<file path="src/rtl/sync_pkg.sv">
package sync_pkg;
  localparam int unsigned BYTE_BITS = 8;
  localparam int unsigned MAX_BYTES = 4;
  localparam int unsigned TOL_BITS  = 2;
endpackage

</file>
<file path="src/rtl/sync_shift.sv">
module sync_shift #(
  parameter int unsigned W     = 32,
  parameter int unsigned CNT_W = $clog2(W + 1)
) (
  input  logic             clk_i,
  input  logic             rst_ni,
  input  logic             bit_en_i,
  input  logic             bit_i,
  output logic [W-1:0]     hist_nxt_o,
  output logic [CNT_W-1:0] fill_o
);
  logic [W-1:0]     hist_q;
  logic [CNT_W-1:0] fill_q;

  assign hist_nxt_o = {hist_q[W-2:0], bit_i};
  assign fill_o     = fill_q;

  always_ff @(posedge clk_i or negedge rst_ni) begin
    if (!rst_ni) begin
      hist_q <= '0;
      fill_q <= '0;
    end else if (bit_en_i) begin
      hist_q <= hist_nxt_o;
      if (fill_q != CNT_W'(W)) fill_q <= fill_q + CNT_W'(1);
    end
  end

  assert_fill_bound_R5: assert property (@(posedge clk_i) disable iff (!rst_ni)
    fill_q <= CNT_W'(W));
endmodule

</file>
<file path="src/rtl/sync_mismatch.sv">
module sync_mismatch #(
  parameter int unsigned W     = 32,
  parameter int unsigned CNT_W = $clog2(W + 1)
) (
  input  logic [W-1:0]     window_i,
  input  logic [W-1:0]     pattern_i,
  input  logic [CNT_W-1:0] len_i,
  output logic [CNT_W-1:0] errs_o
);
  logic [CNT_W-1:0] shamt;
  logic [W-1:0]     pat_al, mask, diff;

  // leading bytes of the pattern align with the newest history bits
  assign shamt  = CNT_W'(W) - len_i;
  assign pat_al = pattern_i >> shamt;
  assign mask   = {W{1'b1}} >> shamt;
  assign diff   = (window_i ^ pat_al) & mask;

  always_comb begin
    errs_o = '0;
    for (int i = 0; i < int'(W); i++) errs_o = errs_o + CNT_W'(diff[i]);
  end
endmodule

</file>
<file path="src/rtl/sync_byte_framer.sv">
module sync_byte_framer #(
  parameter int unsigned BW = 8,
  localparam int unsigned BC_W = $clog2(BW)
) (
  input  logic          clk_i,
  input  logic          rst_ni,
  input  logic          bit_en_i,
  input  logic          restart_i,
  input  logic          locked_i,
  input  logic [BW-1:0] recent_i,
  output logic [BW-1:0] byte_o,
  output logic          byte_vld_o
);
  logic [BC_W-1:0] cnt_q;
  logic            last_bit;

  assign last_bit = (cnt_q == BC_W'(BW - 1));

  always_ff @(posedge clk_i or negedge rst_ni) begin
    if (!rst_ni) begin
      cnt_q      <= '0;
      byte_o     <= '0;
      byte_vld_o <= 1'b0;
    end else begin
      byte_vld_o <= 1'b0;
      if (bit_en_i) begin
        if (restart_i) begin
          cnt_q <= '0;
        end else begin
          cnt_q <= cnt_q + BC_W'(1);
          if (locked_i && last_bit) begin
            byte_o     <= recent_i;
            byte_vld_o <= 1'b1;
          end
        end
      end
    end
  end

  assert_vld_after_bit_R8: assert property (@(posedge clk_i) disable iff (!rst_ni)
    byte_vld_o |-> $past(bit_en_i) && $past(locked_i));
  assert_vld_single_R8: assert property (@(posedge clk_i) disable iff (!rst_ni)
    byte_vld_o |=> !byte_vld_o || $past(bit_en_i));
endmodule

</file>
<file path="src/rtl/sync_hunter.sv">
module sync_hunter
  import sync_pkg::*;
#(
  parameter int unsigned BYTE_W  = BYTE_BITS,
  parameter int unsigned NBYTES  = MAX_BYTES,
  parameter int unsigned TOL_W   = TOL_BITS,
  localparam int unsigned W      = BYTE_W * NBYTES,
  localparam int unsigned SEL_W  = $clog2(NBYTES),
  localparam int unsigned CNT_W  = $clog2(W + 1)
) (
  input  logic              clk_i,
  input  logic              rst_ni,
  input  logic              bit_en_i,
  input  logic              bit_i,
  input  logic              hunt_en_i,
  input  logic [SEL_W-1:0]  size_sel_i,
  input  logic [TOL_W-1:0]  tol_i,
  input  logic [W-1:0]      pattern_i,
  input  logic              rearm_i,
  output logic              sync_pulse_o,
  output logic [BYTE_W-1:0] byte_o,
  output logic              byte_vld_o
);
  logic [W-1:0]     hist_nxt;
  logic [CNT_W-1:0] fill, len, errs;
  logic             enough, hit, armed_q;

  assign len = (CNT_W'(size_sel_i) + CNT_W'(1)) * CNT_W'(BYTE_W);

  sync_shift #(.W(W), .CNT_W(CNT_W)) u_shift (
    .clk_i(clk_i), .rst_ni(rst_ni), .bit_en_i(bit_en_i), .bit_i(bit_i),
    .hist_nxt_o(hist_nxt), .fill_o(fill));

  sync_mismatch #(.W(W), .CNT_W(CNT_W)) u_cmp (
    .window_i(hist_nxt), .pattern_i(pattern_i), .len_i(len), .errs_o(errs));

  // the incoming bit counts toward the fill
  assign enough = (fill + CNT_W'(1)) >= len;
  assign hit    = bit_en_i && hunt_en_i && armed_q && enough &&
                  (errs <= CNT_W'(tol_i));

  always_ff @(posedge clk_i or negedge rst_ni) begin
    if (!rst_ni) begin
      armed_q      <= 1'b1;
      sync_pulse_o <= 1'b0;
    end else begin
      sync_pulse_o <= hit;
      if (hit)          armed_q <= 1'b0;
      else if (rearm_i) armed_q <= 1'b1;
    end
  end

  sync_byte_framer #(.BW(BYTE_W)) u_framer (
    .clk_i(clk_i), .rst_ni(rst_ni), .bit_en_i(bit_en_i), .restart_i(hit),
    .locked_i(!armed_q), .recent_i(hist_nxt[BYTE_W-1:0]),
    .byte_o(byte_o), .byte_vld_o(byte_vld_o));

  assert_pulse_on_bit_R4: assert property (@(posedge clk_i) disable iff (!rst_ni)
    sync_pulse_o |-> $past(bit_en_i));
  assert_pulse_single_R7: assert property (@(posedge clk_i) disable iff (!rst_ni)
    sync_pulse_o |=> !sync_pulse_o);
  assert_pulse_hunting_R6: assert property (@(posedge clk_i) disable iff (!rst_ni)
    sync_pulse_o |-> $past(hunt_en_i));
  assert_within_tol_R3: assert property (@(posedge clk_i) disable iff (!rst_ni)
    sync_pulse_o |-> $past(errs) <= CNT_W'($past(tol_i)));
  assert_filled_R5: assert property (@(posedge clk_i) disable iff (!rst_ni)
    sync_pulse_o |-> $past(fill) + CNT_W'(1) >= $past(len));
  assert_disarmed_R7: assert property (@(posedge clk_i) disable iff (!rst_ni)
    sync_pulse_o |-> !armed_q);
  assert_no_byte_at_sync_R8: assert property (@(posedge clk_i) disable iff (!rst_ni)
    sync_pulse_o |-> !byte_vld_o);
endmodule

</file>
<file path="config.mk">
export PLATFORM = sky130hd
export DESIGN_NAME = sync_hunter
export DESIGN_NICKNAME = d
export VERILOG_FILES = /design/src/rtl/sync_pkg.sv /design/src/rtl/sync_shift.sv /design/src/rtl/sync_mismatch.sv /design/src/rtl/sync_byte_framer.sv /design/src/rtl/sync_hunter.sv
export SDC_FILE = /design/constraint.sdc
export NUM_CORES = 1
export LEC_CHECK = 0
export CELL_PAD_IN_SITES_DETAIL_PLACEMENT = 0
export CELL_PAD_IN_SITES_GLOBAL_PLACEMENT = 1
export CORE_MARGIN = 1.5
export CORE_UTILIZATION = 25
export CTS_BUF_LIST = sky130_fd_sc_hd__clkbuf_8 sky130_fd_sc_hd__clkbuf_16
export DETAILED_ROUTE_END_ITERATION = 8
export PLACE_DENSITY = 0.58
export REMOVE_ABC_BUFFERS = 1
export SLEW_MARGIN = 20
export SYNTH_ARGS = -nofsm -noshare
export SYNTH_HDL_FRONTEND = slang
export SYNTH_SLANG_ARGS = --single-unit
</file>
<file path="constraint.sdc">
create_clock -name clk_i -period 11.1 [get_ports clk_i]
set_input_delay 1.11 -clock clk_i [delete_from_list [all_inputs] [get_ports clk_i]]
set_output_delay 1.11 -clock clk_i [all_outputs]
set_load 0.02 [all_outputs]
</file>
==> results_dict.tcl <==
set metrics [dict create \
    clock_tree.root_cell "clkbuf_16" \
    syn_inst 347 \
    rsz0062_at_grt "no" \
    number_of_antenna_violations_at_the_first_check_in_global_routing 0 \
    timing.rr.end "sync_pulse_o$_DFF_PN0_" \
    reg2reg_slack_ns 4.71 \
    grt_max_degree 52 \
    cp_common_cell "fa_1" \
    clk_pin_slew_ns 0.07 \
    seqCellArea_sq_um 1277 \
    worstMarginPinSlew_ns 0.6792 \
    place.detailed.hpwl_mm 7.442 \
    vias_in_the_first_global_route 2718 \
    postCtsSetupBuffers 0 \
    placementRows 45 \
    multiInputGateArea_sq_um 2366 \
    cts_htree_levels 2 \
    highest_fanout_seen_on_the_critical_path 26 \
    finalWirelength_mm 9.236 \
    worstReg2RegStart "u_shift.hist_q[0]$_DFFE_PN0P_" \
    effective_utilization_at_floorplan 0.2551 \
    seq_area_frac_synth 0.3306 \
    final_layout_size_suffix_gt1_frac 0.1378 \
    max_freq_ghz 0.1141 \
    worst_skew_pair.late_latency_ns 0.30 \
    setup_violations 0 \
    insertedDiodeCount 0 \
    timing.slew.headroom 0.5472 \
    cp-endpoint "sync_pulse_o$_DFF_PN0_" \
    critPathRequiredTime_ns 11.34 \
    filler_cells_inserted 1521 \
    detail_route.drc_violations 0 \
    timing.critical_path.to_type "flip-flop" \
    max_cap_violations 0 \
    ys_types 39 \
    setup_ws_ns 2.338 \
    io_pins 52 \
    hold_viol 0 \
    clock_skew_ns 0.007728 \
    clkSinkCount 51 \
    critical_path.startpoint "size_sel_i[0]" \
    post-route-min-period_ns 8.762 \
    placement.io_buffers 51 \
    fin_crit_sh 0.7893 \
    firstDrtPassIters 4 \
    chipWidth_um 127.3 \
    worst_path_max_delay_cell "fa_1" \
    outcome "complete, no violations" \
    yosys_warn_count 0 \
    area_growth_syn_to_layout_pct 22.73 \
    placeable_core_area_sq_um 15150 \
    worst-endpoint-arrival_ns 9.00 \
    slowest_delay_ns 0.54 \
    final_cell_mix "clkdlybuf4s50_1 (50), dfrtp_1 (50), nand2_1 (43)" \
    postSynthAreaPerCell_sq_um 11.13 \
    r2r_cells 19 \
    cts_hold_fix_bufs 0 \
    cts_inserted_buffers 5 \
    cts_tree "yes" \
    fin_tns_setup_ns 0 \
    fp.dieH_um 127.3 \
    post_cts.resized_instances 0 \
    worst_setup_path_start_kind "input pin" \
    synth.ff_latch_count 51 \
    grt.total_usage 0.1228 \
    final_core_utilization 0.3131 \
    grt_pass1_wl_mm 15.00 \
    place_worst_setup_slack_ns 1.985 \
    layout.nets 485 \
    grt_remaining_overflow 0 \
    post_drt_via_cell_ratio 4.397 \
    worst-setup-path-type "in -> reg" \
    fp.dieArea_sq_um 16210 \
    worstHoldPathType "reg -> reg" \
    mappedNetlistArea_sq_um 3864 \
    wl_per_cell_um 15.73 \
    drt_iter0_drc 116 \
    design_area_sq_um 4742 \
    ant_nets 0 \
    slew_viol_final 0 \
    placed_area_sq_um 4549 \
    via_count 2581 \
    gp_routability_congestion 0.8169 \
    cts_buffer_depth 2 \
]
## area by class of cell
type	instances	area share
inverters	36	0.02850
clock buffers	5	0.02639
well taps	188	0.04960
flip-flops and latches	51	0.2694
multi-input cells	249	0.4989
clock inverters	3	0.01425
repair buffers	55	0.1129
## worst min path at each step
stage,startpoint,end,slack (ns),depth (start not counted)
after floorplan,armed_q$_DFFE_PN1P_,armed_q$_DFFE_PN1P_,0.48,2
after global placement,u_framer.byte_o[5]$_DFFE_PN0P_,u_framer.byte_o[5]$_DFFE_PN0P_,0.46,2
after detailed placement,u_framer.byte_o[6]$_DFFE_PN0P_,u_framer.byte_o[6]$_DFFE_PN0P_,0.46,2
after CTS,u_framer.byte_o[6]$_DFFE_PN0P_,u_framer.byte_o[6]$_DFFE_PN0P_,0.48,2
after global routing,u_framer.byte_o[6]$_DFFE_PN0P_,u_framer.byte_o[6]$_DFFE_PN0P_,0.49,2
final,u_framer.byte_o[6]$_DFFE_PN0P_,u_framer.byte_o[6]$_DFFE_PN0P_,0.47,2
## Yosys cell counts, drive strengths merged
cell     number  area share
xor2         17       0.039
or3           1      0.0019
nand2        43       0.042
a22oi         4      0.0078
nand3b        7       0.014
clkbuf        1      0.0013
nand4         2      0.0032
o21bai        1      0.0019
xnor2        32       0.073
inv          35       0.034
nor3          1      0.0013
o22ai         4      0.0065
nor2          6      0.0058
and3          1      0.0016
mux2         31       0.090
buf          10       0.021
nand2b        4      0.0065
clkinv        1     0.00097
and2b         1      0.0019
and4b         1      0.0026
a211o         1      0.0023
mux2i        10       0.026
a22o          1      0.0023
a21oi         9       0.012
mux4          8       0.047
o21ai         9       0.012
a31oi         1      0.0016
a2bb2oi       1      0.0023
nor2b         1      0.0016
and2          4      0.0065
ha           21       0.068
a2111oi       1      0.0071
nand3         2      0.0026
dfstp         1      0.0068
fa           24        0.12
dfrtp        50        0.32
## state kept, by name, indices dropped and copies added (netlist names)
signal	cells
u_shift.hist_q	31
u_framer.byte_o	8
u_shift.fill_o	6
u_framer.cnt_q	3
armed_q	1
sync_pulse_o	1
u_framer.byte_vld_o	1
## routing by layer
layer  up-vias  global-route usage  part of all wire
met5         -                   0                 0
met4         0             0.03209             0.010
met3         7             0.02596             0.047
met2        56              0.1955              0.46
met1      1263              0.1698              0.48
li1       1255                   -                 -
## worst max-delay path: cells and delay by family
kind / cells / cell delay (ns)
adder cells (fa/ha/maj): 11 / 4.91
AO/OA/AOI/OAI: 2 / 0.58
buffers and inverters: 8 / 1.54
AND/OR/NAND/NOR: 2 / 0.33
XOR/XNOR: 1 / 0.16
multiplexers: 1 / 0.37
## cells by family (layout without fill, tap and decap cells)
logic type                 count (synthesis)  in the layout  share of synthesized area
and+or+nand+nor                           74             74                    0.09100
adders and majority gates                 45             45                     0.1924
muxes                                     49             49                     0.1629
xor gates and xnor gates                  49             49                     0.1111
buffers and inverters                     47             99                    0.05699
AOI/OAI and AO/OA                         32             32                    0.05505
DFF                                       51             51                     0.3306
## metrics by stage
| stage | cells | hold WS, ns |
|---|---|---|
| after floorplan | 336 | 0.4836 |
| after global placement | 579 | 0.4572 |
| after detailed placement | 579 | 0.4627 |
| after CTS | 587 | 0.4809 |
| after global routing | 587 | 0.4927 |
| final | 587 | 0.4729 |
Power is not shown: default switching activity piles up to over one toggle a cycle in this logic, so the estimate is an artifact.
